==> config.mk <==
export PLATFORM = sky130hd
export DESIGN_NAME = xlat_walker
export DESIGN_NICKNAME = d
export VERILOG_FILES = /design/src/rtl/xlat_pkg.sv /design/src/rtl/xlat_entry_addr.sv /design/src/rtl/xlat_pte_dec.sv /design/src/rtl/xlat_walker.sv
export SDC_FILE = /design/constraint.sdc
export NUM_CORES = 1
export LEC_CHECK = 0
export CELL_PAD_IN_SITES_DETAIL_PLACEMENT = 0
export CELL_PAD_IN_SITES_GLOBAL_PLACEMENT = 1
export CORE_ASPECT_RATIO = 0.7
export CORE_MARGIN = 8
export CORE_UTILIZATION = 29
export CTS_BUF_LIST = sky130_fd_sc_hd__clkbuf_4 sky130_fd_sc_hd__clkbuf_8 sky130_fd_sc_hd__clkbuf_16
export DETAILED_ROUTE_END_ITERATION = 7
export GPL_TIMING_DRIVEN = 0
export PLACE_DENSITY = 0.86
export SLEW_MARGIN = 20
export SYNTH_ARGS = -nofsm -noshare
export SYNTH_HDL_FRONTEND = slang
export SYNTH_SLANG_ARGS = --single-unit
==> constraint.sdc <==
create_clock -name clk -period 2.6 [get_ports clk]
set_clock_uncertainty 0.2 [all_clocks]
set_input_delay 0.65 -clock clk [delete_from_list [all_inputs] [get_ports clk]]
set_output_delay 0.65 -clock clk [all_outputs]
set_load 0.05 [all_outputs]
==> src/rtl/xlat_pkg.sv <==
package xlat_pkg;
   typedef enum logic [1:0] {
      WK_IDLE  = 2'd0,
      WK_ISSUE = 2'd1,
      WK_WAIT  = 2'd2,
      WK_DONE  = 2'd3
   } walk_st_e;
endpackage

==> src/rtl/xlat_entry_addr.sv <==
module xlat_entry_addr #(
   parameter int LEVELS = 3,
   parameter int IDX_W  = 9,
   parameter int OFF_W  = 12,
   parameter int PPN_W  = 44,
   parameter int ENT_SH = 3,
   parameter int LVL_W  = 2,
   localparam int VPN_W = LEVELS * IDX_W,
   localparam int PA_W  = PPN_W + OFF_W
) (
   input  logic [VPN_W-1:0] vpn,
   input  logic [LVL_W-1:0] lvl,
   input  logic [PPN_W-1:0] base_ppn,
   output logic [PA_W-1:0]  entry_addr
);
   logic [IDX_W-1:0] idx_arr [LEVELS];
   logic [IDX_W-1:0] idx_sel;

   for (genvar l = 0; l < LEVELS; l++) begin : g_idx
      assign idx_arr[l] = vpn[l*IDX_W +: IDX_W];
   end

   always_comb begin
      idx_sel = '0;
      for (int l = 0; l < LEVELS; l++) begin
         if (lvl == LVL_W'(l)) idx_sel = idx_arr[l];
      end
   end

   // aligned base: index times entry size fills the low bits exactly
   assign entry_addr = {base_ppn, idx_sel, {ENT_SH{1'b0}}};
endmodule

==> src/rtl/xlat_pte_dec.sv <==
module xlat_pte_dec #(
   parameter int PTE_W  = 64,
   parameter int PPN_W  = 44,
   parameter int FLAG_W = 10,
   parameter int V_BIT  = 0
) (
   input  logic [PTE_W-1:0]  pte,
   output logic              pte_v,
   output logic [PPN_W-1:0]  pte_ppn,
   output logic [FLAG_W-1:0] pte_flags
);
   assign pte_v     = pte[V_BIT];
   assign pte_flags = pte[FLAG_W-1:0];
   assign pte_ppn   = pte[FLAG_W +: PPN_W];

   if (PTE_W > FLAG_W + PPN_W) begin : g_rsvd
      logic unused_rsvd;
      assign unused_rsvd = ^pte[PTE_W-1:FLAG_W+PPN_W];
   end
endmodule

==> src/rtl/xlat_walker.sv <==
module xlat_walker #(
   parameter int VA_W   = 64,
   parameter int LEVELS = 3,
   parameter int IDX_W  = 9,
   parameter int OFF_W  = 12,
   parameter int PTE_W  = 64,
   parameter int PPN_W  = 44,
   parameter int FLAG_W = 10,
   parameter int V_BIT  = 0,
   localparam int XLAT_W = OFF_W + LEVELS * IDX_W,
   localparam int PA_W   = PPN_W + OFF_W,
   localparam int LVL_W  = (LEVELS > 1) ? $clog2(LEVELS) : 1,
   localparam int ENT_SH = $clog2(PTE_W / 8)
) (
   input  logic              clk,
   input  logic              rst,
   input  logic              req_valid,
   output logic              req_ready,
   input  logic [VA_W-1:0]   req_vaddr,
   input  logic [PPN_W-1:0]  root_ppn,
   output logic              mem_req_valid,
   input  logic              mem_req_ready,
   output logic [PA_W-1:0]   mem_req_addr,
   input  logic              mem_rsp_valid,
   input  logic [PTE_W-1:0]  mem_rsp_data,
   output logic              res_valid,
   input  logic              res_ready,
   output logic [PA_W-1:0]   res_paddr,
   output logic [FLAG_W-1:0] res_flags,
   output logic              res_fault
);
   import xlat_pkg::*;

   if (XLAT_W > VA_W) begin : g_bad_va
      $error("translated field wider than the virtual address");
   end
   if (IDX_W + ENT_SH != OFF_W) begin : g_bad_tbl
      $error("a table must fill exactly one page");
   end
   if (FLAG_W + PPN_W > PTE_W) begin : g_bad_pte
      $error("entry too narrow for page number and flags");
   end
   if (V_BIT >= FLAG_W) begin : g_bad_vbit
      $error("valid flag outside the flag field");
   end

   walk_st_e            st_q;
   logic [LVL_W-1:0]    lvl_q;
   logic [XLAT_W-1:0]   va_q;
   logic [PPN_W-1:0]    base_q;
   logic [PA_W-1:0]     pa_q;
   logic [FLAG_W-1:0]   fl_q;
   logic                flt_q;
   logic                hi_bad;
   logic                pte_v;
   logic [PPN_W-1:0]    pte_ppn;
   logic [FLAG_W-1:0]   pte_flags;

   if (XLAT_W < VA_W) begin : g_hi_chk
      assign hi_bad = |req_vaddr[VA_W-1:XLAT_W];
   end else begin : g_hi_none
      assign hi_bad = 1'b0;
   end

   xlat_entry_addr #(
      .LEVELS(LEVELS), .IDX_W(IDX_W), .OFF_W(OFF_W),
      .PPN_W(PPN_W), .ENT_SH(ENT_SH), .LVL_W(LVL_W)
   ) u_ea (
      .vpn        (va_q[XLAT_W-1:OFF_W]),
      .lvl        (lvl_q),
      .base_ppn   (base_q),
      .entry_addr (mem_req_addr)
   );

   xlat_pte_dec #(
      .PTE_W(PTE_W), .PPN_W(PPN_W), .FLAG_W(FLAG_W), .V_BIT(V_BIT)
   ) u_dec (
      .pte       (mem_rsp_data),
      .pte_v     (pte_v),
      .pte_ppn   (pte_ppn),
      .pte_flags (pte_flags)
   );

   always_ff @(posedge clk) begin
      if (rst) begin
         st_q   <= WK_IDLE;
         lvl_q  <= '0;
         va_q   <= '0;
         base_q <= '0;
         pa_q   <= '0;
         fl_q   <= '0;
         flt_q  <= 1'b0;
      end else begin
         unique case (st_q)
            WK_IDLE: begin
               if (req_valid) begin
                  va_q   <= req_vaddr[XLAT_W-1:0];
                  base_q <= root_ppn;
                  lvl_q  <= LVL_W'(LEVELS - 1);
                  if (hi_bad) begin
                     pa_q  <= '0;
                     fl_q  <= '0;
                     flt_q <= 1'b1;
                     st_q  <= WK_DONE;
                  end else begin
                     st_q  <= WK_ISSUE;
                  end
               end
            end
            WK_ISSUE: begin
               if (mem_req_ready) st_q <= WK_WAIT;
            end
            WK_WAIT: begin
               if (mem_rsp_valid) begin
                  if (!pte_v) begin
                     pa_q  <= '0;
                     fl_q  <= '0;
                     flt_q <= 1'b1;
                     st_q  <= WK_DONE;
                  end else if (lvl_q == '0) begin
                     pa_q  <= {pte_ppn, va_q[OFF_W-1:0]};
                     fl_q  <= pte_flags;
                     flt_q <= 1'b0;
                     st_q  <= WK_DONE;
                  end else begin
                     base_q <= pte_ppn;
                     lvl_q  <= lvl_q - LVL_W'(1);
                     st_q   <= WK_ISSUE;
                  end
               end
            end
            WK_DONE: begin
               if (res_ready) st_q <= WK_IDLE;
            end
            default: st_q <= WK_IDLE;
         endcase
      end
   end

   assign req_ready     = (st_q == WK_IDLE);
   assign mem_req_valid = (st_q == WK_ISSUE);
   assign res_valid     = (st_q == WK_DONE);
   assign res_paddr     = pa_q;
   assign res_flags     = fl_q;
   assign res_fault     = flt_q;
endmodule

==> impl_metrics.json, run 1 <==
{
  "grt_busiest_layer": "met2",
  "cts_tree": "built",
  "clkSinkCount": 154,
  "antenna_found_initial": 0,
  "layout_min_cycle_time_ns": 2.64,
  "hold_path_class": "reg2reg",
  "power_leakage_nw": 4.07,
  "num_io_pins": 304,
  "tightest_slew_ns": 0.730,
  "initial_core_util_pct": 29.7,
  "reg2regPathDepth": 9,
  "syn_area_um2": 6480,
  "wl_per_cell_um": 18.7,
  "critPathRequiredTime_ns": 1.75,
  "end_kind": "primary output",
  "finalCritPeriodShare_pct": 102,
  "row_count": 45,
  "fillers": 2072,
  "crit_start": "lvl_q[0]$_SDFFE_PP0P_",
  "hold_viol_final": 0,
  "total_power_mw": 7.16,
  "fin_ws_ns": -0.0394,
  "grt_usage_pct": 18.2,
  "ant_nets": 0,
  "startpoint_type": "register",
  "cts_root_buf": "clkbuf_16",
  "area_growth_syn_to_layout_pct": 65.1,
  "status": "finished, violations left",
  "num_antenna_cells": 0,
  "setup_viol": 5,
  "fmax_mhz": 379,
  "grt_max_degree": 17,
  "numCtsBuffers": 17,
  "reg2reg_setup_slack_ns": 0.22,
  "syn_avg_cell_area_um2": 8.54,
  "critPathKind": "reg2out",
  "clk_latency_ns": 0.44,
  "cts_buffer_depth": 2,
  "first_pass_iters": 4,
  "wl_mm": 25.7,
  "ctsHoldBuffers": 0,
  "slew_viol_final": 0,
  "drive_gt1_share_pct": 11.7,
  "die_x_um": 195,
  "final_cell_mix": "clkdlybuf4s50_1, nand2_1, dfxtp_1",
  "drc": 0,
  "place_ws_ns": -0.774,
  "yosysWarnings": 0,
  "vias_per_cell": 4.63,
  "cp_common_cell": "buf_4",
  "max-slew-margin-rel_pct": 51.4,
  "grt_pass1_vias": 6548,
  "drt_iter0_drc": 280,
  "violations": "setup timing",
  "grt_util_met2_pct": 28.6,
  "fp.dieH_um": 141,
  "final_util_pct": 49.1,
  "cp_max_fo": 9,
  "met1_usage_pct": 22.7,
  "synth.distinct_cells": 30,
  "p_per_area_nw_per_um2": 670,
  "coreArea_um2": 21800,
  "timing.critical_path.to": "mem_req_addr[6]",
  "cts_max_level": 4,
  "cp_slowest_stage_delay_ns": 0.35,
  "grt_overflow": 0,
  "grtUsageMet3_pct": 7.85,
  "peakVddDrop_mv": 0.424,
  "vias": 6362,
  "hpwl_mm": 19.7,
  "final_nets": 1261,
  "r2r_start": "lvl_q[0]$_SDFFE_PP0P_",
  "cap_violations": 0,
  "grt_first_pass_wirelength_mm": 38.9,
  "gp_congestion": 0.810,
  "syn_inst": 758,
  "io_buffer_count": 289,
  "crit_chain": "buf_4, ha_4, buf_4, nor2_4, a21oi_2, o21ai_2, buf_6",
  "slowest_stage": "dfxtp_4",
  "rsz0062_at_grt": "true",
  "r2r_end": "res_paddr[30]$_SDFFE_PP0P_",
  "dieArea_um2": 27400,
  "path_clk_slew_ns": 0.06,
  "synth_seq_cells": 154,
  "arrival_ns": 1.79,
  "final_common_cell": "clkdlybuf4s50_1",
  "seq_area_frac_synth_pct": 47.6
}
-- routing by layer --
| layer | vias up | wire [um] | part of all wire [%] |
|---|---|---|---|
| met2 | 190 | 11400 | 44 |
| li1 | 3194 | - | - |
| met3 | 21 | 2210 | 8.6 |
| met5 | - | 0 | 0 |
| met4 | 0 | 313 | 1.2 |
| met1 | 2957 | 11800 | 46 |
-- Yosys cell counts --
library cell | number | area share [%]
buf_4 | 7 | 0.81
inv_1 | 3 | 0.17
o21ai_2 | 1 | 0.14
a311oi_1 | 1 | 0.14
dfxtp_1 | 154 | 48
a21oi_1 | 53 | 4.1
nand2_1 | 228 | 13
conb_1 | 1 | 0.058
nand2b_1 | 2 | 0.19
and3_1 | 1 | 0.097
clkbuf_1 | 37 | 2.1
nand4_1 | 1 | 0.097
clkinv_1 | 1 | 0.058
nor2_1 | 58 | 3.4
nand3_1 | 3 | 0.23
nor4_1 | 6 | 0.58
nor2b_1 | 2 | 0.19
and2_1 | 2 | 0.19
o21ai_0 | 11 | 0.85
ha_1 | 3 | 0.58
nor3_1 | 3 | 0.23
buf_6 | 4 | 0.70
a211oi_2 | 1 | 0.19
or2_2 | 1 | 0.097
mux2i_1 | 112 | 17
a211oi_1 | 44 | 5.1
a31o_1 | 1 | 0.14
buf_1 | 2 | 0.12
buf_2 | 13 | 1.0
nor4bb_1 | 2 | 0.31
-- critical path: cells and delay by family (launching register included) --
kind	cells	cell delay, ns
buf+inv	3	0.47
fa+ha+maj	1	0.21
simple gates	1	0.11
flops	1	0.35
compound gates	2	0.22
-- kinds of logic (layout without fill, tap and decap cells) --
kind of cell    after synthesis  after routing  share of synthesized area, %
simple gates                309            309                          18.8
compound gates              112            112                          10.6
flops                       154            154                          47.6
other cells                   1              3                        0.0579
buf+inv                      67            399                          5.00
mux                         112            112                          17.3
fa+ha+maj                     3              3                         0.580
-- state kept, by name, summed over array words and instances, names as in the netlist --
register / flops
base_q: 44
lvl_q: 2
res_fault: 1
res_flags: 10
res_paddr: 56
st_q: 2
va_q: 39
-- worst min path at each step --
stage          cells after the start                          to  slack, ns                        from
2_1_floorplan                      2   res_paddr[0]$_SDFFE_PP0P_       0.23        va_q[0]$_SDFFE_PP0P_
3_3_place_gp                       2      res_fault$_SDFFE_PP0P_       0.24      res_fault$_SDFFE_PP0P_
3_5_place_dp                       2      res_fault$_SDFFE_PP0P_       0.24      res_fault$_SDFFE_PP0P_
4_1_cts                            2      res_fault$_SDFFE_PP0P_       0.25      res_fault$_SDFFE_PP0P_
5_1_grt                            2  res_paddr[35]$_SDFFE_PP0P_       0.27  res_paddr[35]$_SDFFE_PP0P_
6_report                           2      res_fault$_SDFFE_PP0P_       0.25      res_fault$_SDFFE_PP0P_
-- stage by stage --
step | TNS [ns] | std cells | hold WS, ns | instance area [um^2]
finish | -0.111 | 1374 | 0.247 | 10700
CTS | -0.145 | 1360 | 0.249 | 10400
detailed placement | -55.49 | 1331 | 0.240 | 9760
floorplan | 0 | 760 | 0.235 | 6520
global route | -0.664 | 1374 | 0.271 | 10700
global placement | -51.34 | 1331 | 0.238 | 9760
-- report_power, final --
group	internal, mW	switching, mW	total (mW)	leakage [nW]
Sequential	2.53	0.0965	2.63	1.26
Combinational	0.813	1.18	2.00	2.51
Clock	1.52	1.02	2.54	0.295
Total	4.86	2.30	7.16	4.07
-- cell type report --
cell class / instances / area, um^2 / area share [%]
sequential: 154 / 3090 / 28.9
inverter: 4 / 20.0 / 0.187
buffer: 61 / 339 / 3.17
tap: 282 / 353 / 3.30
clock inverter: 8 / 92.6 / 0.866
multi-input combinational: 539 / 3250 / 30.4
timing repair buffer: 303 / 3050 / 28.5
clock buffer: 23 / 495 / 4.63
-- repair_timing --
action,4_1_cts,5_1_grt
cloned,0,2
setup endpoints to repair,58,62
endpoints found under the hold margin,0,0
gates resized for setup,100,34
setup buffers,0,12
pin swaps,1,10
(Power assumes the default switching activity.)
==> run 2: changes to the inputs <==
CORE_UTILIZATION = 26   (was 29)
PLACE_DENSITY = 0.82   (was 0.86)
clock period = 2.42 ns   (was 2.6 ns; I/O delays follow)
==> impl_metrics.json, run 2 (synthesis results as in run 1) <==
{
  "final_cell_mix": "nand2_1, clkdlybuf4s50_1, dfxtp_1",
  "cap_violations": 0,
  "register_area_um2": 3090,
  "final_common_cell": "nand2_1",
  "fmax_mhz": 392,
  "stdcell_area_um2": 11000,
  "die_x_um": 205,
  "startpoint_type": "register",
  "hold_ws_ns": 0.249,
  "finalCritPeriodShare_pct": 105,
  "hpwl_mm": 20.4,
  "multi_input_area_um2": 3320,
  "cts_max_level": 4,
  "vias": 6424,
  "fillers": 2464,
  "initial_core_util_pct": 26.4,
  "ctsHoldBuffers": 0,
  "antenna_found_initial": 0,
  "grt_first_pass_wirelength_mm": 39.2,
  "largest_reg_flops": 56,
  "hold_viol_final": 0,
  "path_clk_slew_ns": 0.06,
  "cts_tree": "built",
  "tightest_slew_ns": 0.688,
  "num_io_pins": 304,
  "grt_overflow": 0,
  "fin_ws_ns": -0.130,
  "numCtsBuffers": 17,
  "row_count": 48,
  "final_nets": 1265,
  "violations": "setup timing",
  "p_per_area_nw_per_um2": 722,
  "clk_latency_ns": 0.42,
  "grt_pass1_vias": 6545,
  "place_ws_ns": -0.960,
  "status": "finished, violations left",
  "cts_root_buf": "clkbuf_16",
  "drt_iter0_drc": 274,
  "wl_mm": 26.4,
  "critPathKind": "reg2out",
  "setup_viol": 9,
  "power_leakage_nw": 5.09,
  "arrival_ns": 1.74,
  "drc": 0,
  "dpl.cell_count": 1374,
  "fp.dieH_um": 148,
  "dieArea_um2": 30300,
  "drive_gt1_share_pct": 12.7,
  "layout_min_cycle_time_ns": 2.55,
  "cp_max_fo": 5,
  "final_util_pct": 44.6,
  "gp_congestion": 0.829,
  "wl_per_cell_um": 18.6,
  "hold_path_class": "reg2reg",
  "max-slew-margin-rel_pct": 54.1,
  "peakVddDrop_mv": 0.469,
  "critPathRequiredTime_ns": 1.62,
  "vias_per_cell": 4.53,
  "slew_viol_final": 0,
  "grt_usage_pct": 16.8,
  "setup_tns_ns": -0.796,
  "end_kind": "primary output",
  "placed_cell_area_um2": 9820,
  "stdcell_count": 1419,
  "rsz0062_at_grt": "true",
  "num_antenna_cells": 0,
  "coreArea_um2": 24600,
  "first_pass_iters": 4,
  "ant_nets": 0,
  "area_growth_syn_to_layout_pct": 69.2,
  "total_power_mw": 7.91,
  "grt_max_degree": 17,
  "io_buffer_count": 289,
  "cts_buffer_depth": 2,
  "clkSinkCount": 154
}
-- run 2: changes by cell type in the layout (fill, tap and decap cells not counted), sizes merged --
cell           before  now
clkbuf             59   58
dlygate4sd2         1   49
dlymetal6s2s        0   43
buf                48   53
clkinv              6    3
bufinv              2    5
clkdlybuf4s50     277  185
clkdlybuf4s18       1    0
-- run 2: path summary, 6_finish.rpt --
check | startpoint | to | slack, ns | cells after the start
worst min-delay path | res_fault$_SDFFE_PP0P_ | res_fault$_SDFFE_PP0P_ | 0.25 | 2
worst max-delay path | lvl_q[0]$_SDFFE_PP0P_ | mem_req_addr[4] | -0.13 | 8
worst max register to register | st_q[1]$_SDFFE_PP0P_ | res_paddr[42]$_SDFFE_PP0P_ | 0.16 | 8
worst min register to register | res_fault$_SDFFE_PP0P_ | res_fault$_SDFFE_PP0P_ | 0.25 | 2
-- run 2: timing repair --
action | 4_1_cts | 5_1_grt
resized for setup | 173 | 82
buffers inserted | 9 | 8
pin swaps | 8 | 18
hold endpoints to repair | 0 | 0
cloned | 1 | 0
endpoints found under the setup margin | 174 | 123
-- run 2: where the power goes --
| group | total (mW) | switching (mW) | leakage [nW] | internal (mW) |
|---|---|---|---|---|
| Sequential | 2.82 | 0.104 | 1.26 | 2.72 |
| Combinational | 2.14 | 1.29 | 3.51 | 0.853 |
| Clock | 2.95 | 1.05 | 0.314 | 1.90 |
| Total | 7.91 | 2.44 | 5.09 | 5.48 |
-- run 2: critical path, cell delays in order (launching register included) --
cell and delay, ns:
dfxtp_4 0.36, inv_4 0.07, ha_4 0.16, buf_8 0.13, nand2_4 0.06, nor2_4 0.13, a21oi_2 0.05, o21ai_2 0.17
buf_6 0.18
-- run 2: layer usage --
layer / up-vias / GRT usage [%] / routed length (um)
met5: - / 0 / 0
met4: 0 / 4.06 / 255
met1: 3028 / 21.9 / 12200
met2: 197 / 25.4 / 11600
met3: 14 / 6.78 / 2380
li1: 3185 / - / -
-- run 2: layout make-up --
cell class	instances	share of cell area (%)
flip-flops and latches	154	28.2
inverters	4	0.183
clock inverters	8	1.53
multi-input cells	539	30.3
well taps	325	3.71
clock buffers	21	4.33
repair buffers	307	28.4
plain buffers	61	3.30
==> run 3: changes to the inputs <==
CELL_PAD_IN_SITES_DETAIL_PLACEMENT = unset   (was 0)
CELL_PAD_IN_SITES_GLOBAL_PLACEMENT = unset   (was 1)
CORE_UTILIZATION = 37   (was 26)
==> impl_metrics.json, run 3 (synthesis results as in run 1) <==
{
  "layout_min_cycle_time_ns": 2.50,
  "grt_overflow": 0,
  "grt_pass1_vias": 6739,
  "finalCritPeriodShare_pct": 103,
  "wl_mm": 24.8,
  "grt_usage_pct": 21.7,
  "p_per_area_nw_per_um2": 717,
  "num_io_pins": 304,
  "r2r_start": "lvl_q[0]$_SDFFE_PP0P_",
  "vias": 6596,
  "hold_path_depth": 2,
  "hold_ws_ns": 0.253,
  "critPathRequiredTime_ns": 1.62,
  "path_clk_slew_ns": 0.07,
  "end_kind": "primary output",
  "coreArea_um2": 17200,
  "gp_congestion": 0.839,
  "reg2regPathDepth": 9,
  "r2r_end": "base_q[41]$_SDFFE_PP0P_",
  "ant_nets": 0,
  "initial_core_util_pct": 37.7,
  "reg2reg_setup_slack_ns": 0.15,
  "setup_tns_ns": -0.573,
  "drt_iter0_drc": 411,
  "cts_root_buf": "clkbuf_16",
  "numCtsBuffers": 17,
  "place_ws_ns": -0.841,
  "drive_gt1_share_pct": 11.7,
  "arrival_ns": 1.70,
  "setup_viol": 9,
  "hold_start": "va_q[1]$_SDFFE_PP0P_",
  "critPathKind": "reg2out",
  "final_common_cell": "nand2_1",
  "grt_first_pass_wirelength_mm": 37.8,
  "p_seq_share_pct": 36.7,
  "p_comb_share_pct": 27.8,
  "first_pass_iters": 5,
  "hpwl_mm": 19.1,
  "max-slew-margin-rel_pct": 49.5,
  "cp_max_fo": 5,
  "final_nets": 1255,
  "startpoint_type": "register",
  "hold_path_class": "reg2reg",
  "slew_viol_final": 0,
  "fmax_mhz": 399,
  "netSwitchingPower_mw": 2.50,
  "clk_latency_ns": 0.41,
  "hold_viol_final": 0,
  "tightest_slew_ns": 0.758,
  "cap_violations": 0,
  "ctsHoldBuffers": 0,
  "vias_per_cell": 5.00,
  "largest_reg_flops": 56,
  "drc": 0,
  "clkSinkCount": 154,
  "cts_max_level": 4,
  "cts_tree": "built",
  "placed_cell_area_um2": 9700,
  "grt_max_degree": 17,
  "slowest_stage": "dfxtp_4",
  "rsz0062_at_grt": "true",
  "pwr-share-clk_pct": 35.6,
  "crit_chain": "inv_4, ha_4, clkbuf_16, nand2_1, nor2_2, a21oi_2, o21ai_2, buf_6",
  "status": "finished, violations left",
  "hold_end": "res_paddr[1]$_SDFFE_PP0P_",
  "final_util_pct": 62.6,
  "fp.dieH_um": 127,
  "die_x_um": 174,
  "wl_per_cell_um": 18.9,
  "sw_frac_of_total_pct": 32.5,
  "fin_ws_ns": -0.0844,
  "area_growth_syn_to_layout_pct": 65.8,
  "peakVddDrop_mv": 0.363,
  "antenna_found_initial": 0,
  "io_buffer_count": 289,
  "stdcell_area_um2": 10700,
  "dieArea_um2": 22100,
  "final_cell_mix": "nand2_1, clkdlybuf4s50_1, dfxtp_1",
  "power_leakage_nw": 4.79,
  "p_int_mw": 5.19,
  "row_count": 40,
  "violations": "setup timing",
  "cp_slowest_stage_delay_ns": 0.36,
  "num_antenna_cells": 0,
  "cts_buffer_depth": 2
}
[run 3: cell count changes in the layout (fill, tap and decap cells not counted), sizes merged]
cell           change
bufinv             -3
dlymetal6s2s       -3
clkdlybuf4s15      -1
buf               -13
dlygate4sd2       -33
clkinvlp           +4
clkbuf             +3
inv                +3
clkdlybuf4s50     +36
[run 3: worst max-delay path: cells and delay by family, from the launching register on]
kind,cells,cell delay (ns)
DFF,1,0.36
adders and majority gates,1,0.16
AOI/OAI and AO/OA,2,0.19
buffers and inverters,3,0.40
and+or+nand+nor,2,0.16
[run 3: how the worst max path moves through the flow]
stage	from	endpoint	slack (ns)	cells after the start
CTS	lvl_q[1]$_SDFFE_PP0P_	mem_req_addr[5]	-0.1	8
detailed placement	req_valid	base_q[41]$_SDFFE_PP0P_	-0.84	6
floorplan	lvl_q[1]$_SDFFE_PP0P_	mem_req_addr[10]	0.02	6
global placement	req_valid	base_q[42]$_SDFFE_PP0P_	-0.84	6
global route	lvl_q[0]$_SDFFE_PP0P_	mem_req_addr[6]	-0.14	8
finish	lvl_q[0]$_SDFFE_PP0P_	mem_req_addr[3]	-0.08	8
[run 3: power by group through the flow]
stage | Sequential (mW) | Clock (mW) | Combinational [mW]
final | 2.82 | 2.74 | 2.14
after global routing | 2.84 | 2.87 | 2.26
after CTS | 2.82 | 2.78 | 2.11
after detailed placement | 2.87 | 0 | 2.04
after global placement | 2.86 | 0 | 2.02
after floorplan | 3.29 | 0 | 0.792
[run 3: layout make-up]
| cell class | instances | area, um^2 |
|---|---|---|
| inverters | 4 | 20.0 |
| fillers | 1461 | 6430 |
| clock buffers | 20 | 467 |
| well taps | 231 | 289 |
| flip-flops and latches | 154 | 3090 |
| clock inverters | 12 | 138 |
| plain buffers | 61 | 402 |
| repair buffers | 297 | 3070 |
| multi-input cells | 539 | 3260 |
[run 3: through the flow]
stage                     instances  power [mW]
after floorplan                 760        4.08
after global placement         1280        4.89
after detailed placement       1280        4.92
after CTS                      1317        7.71
after global routing           1318        7.97
final                          1318        7.69
[run 3: what timing repair did]
item / in CTS / in global routing
setup endpoints to repair: 89 / 118
gates resized for setup: 143 / 67
gates cloned: 2 / 0
buffers inserted: 5 / 1
pin swaps: 7 / 4
[run 3: per-layer routing]
layer / part of all wire [%] / GRT usage (%) / vias up
met2: 46 / 35.3 / 257
met3: 9.2 / 8.33 / 26
li1: - / - / 3178
met4: 1.4 / 5.91 / 0
met1: 43 / 26.4 / 3135
met5: 0 / 0 / -
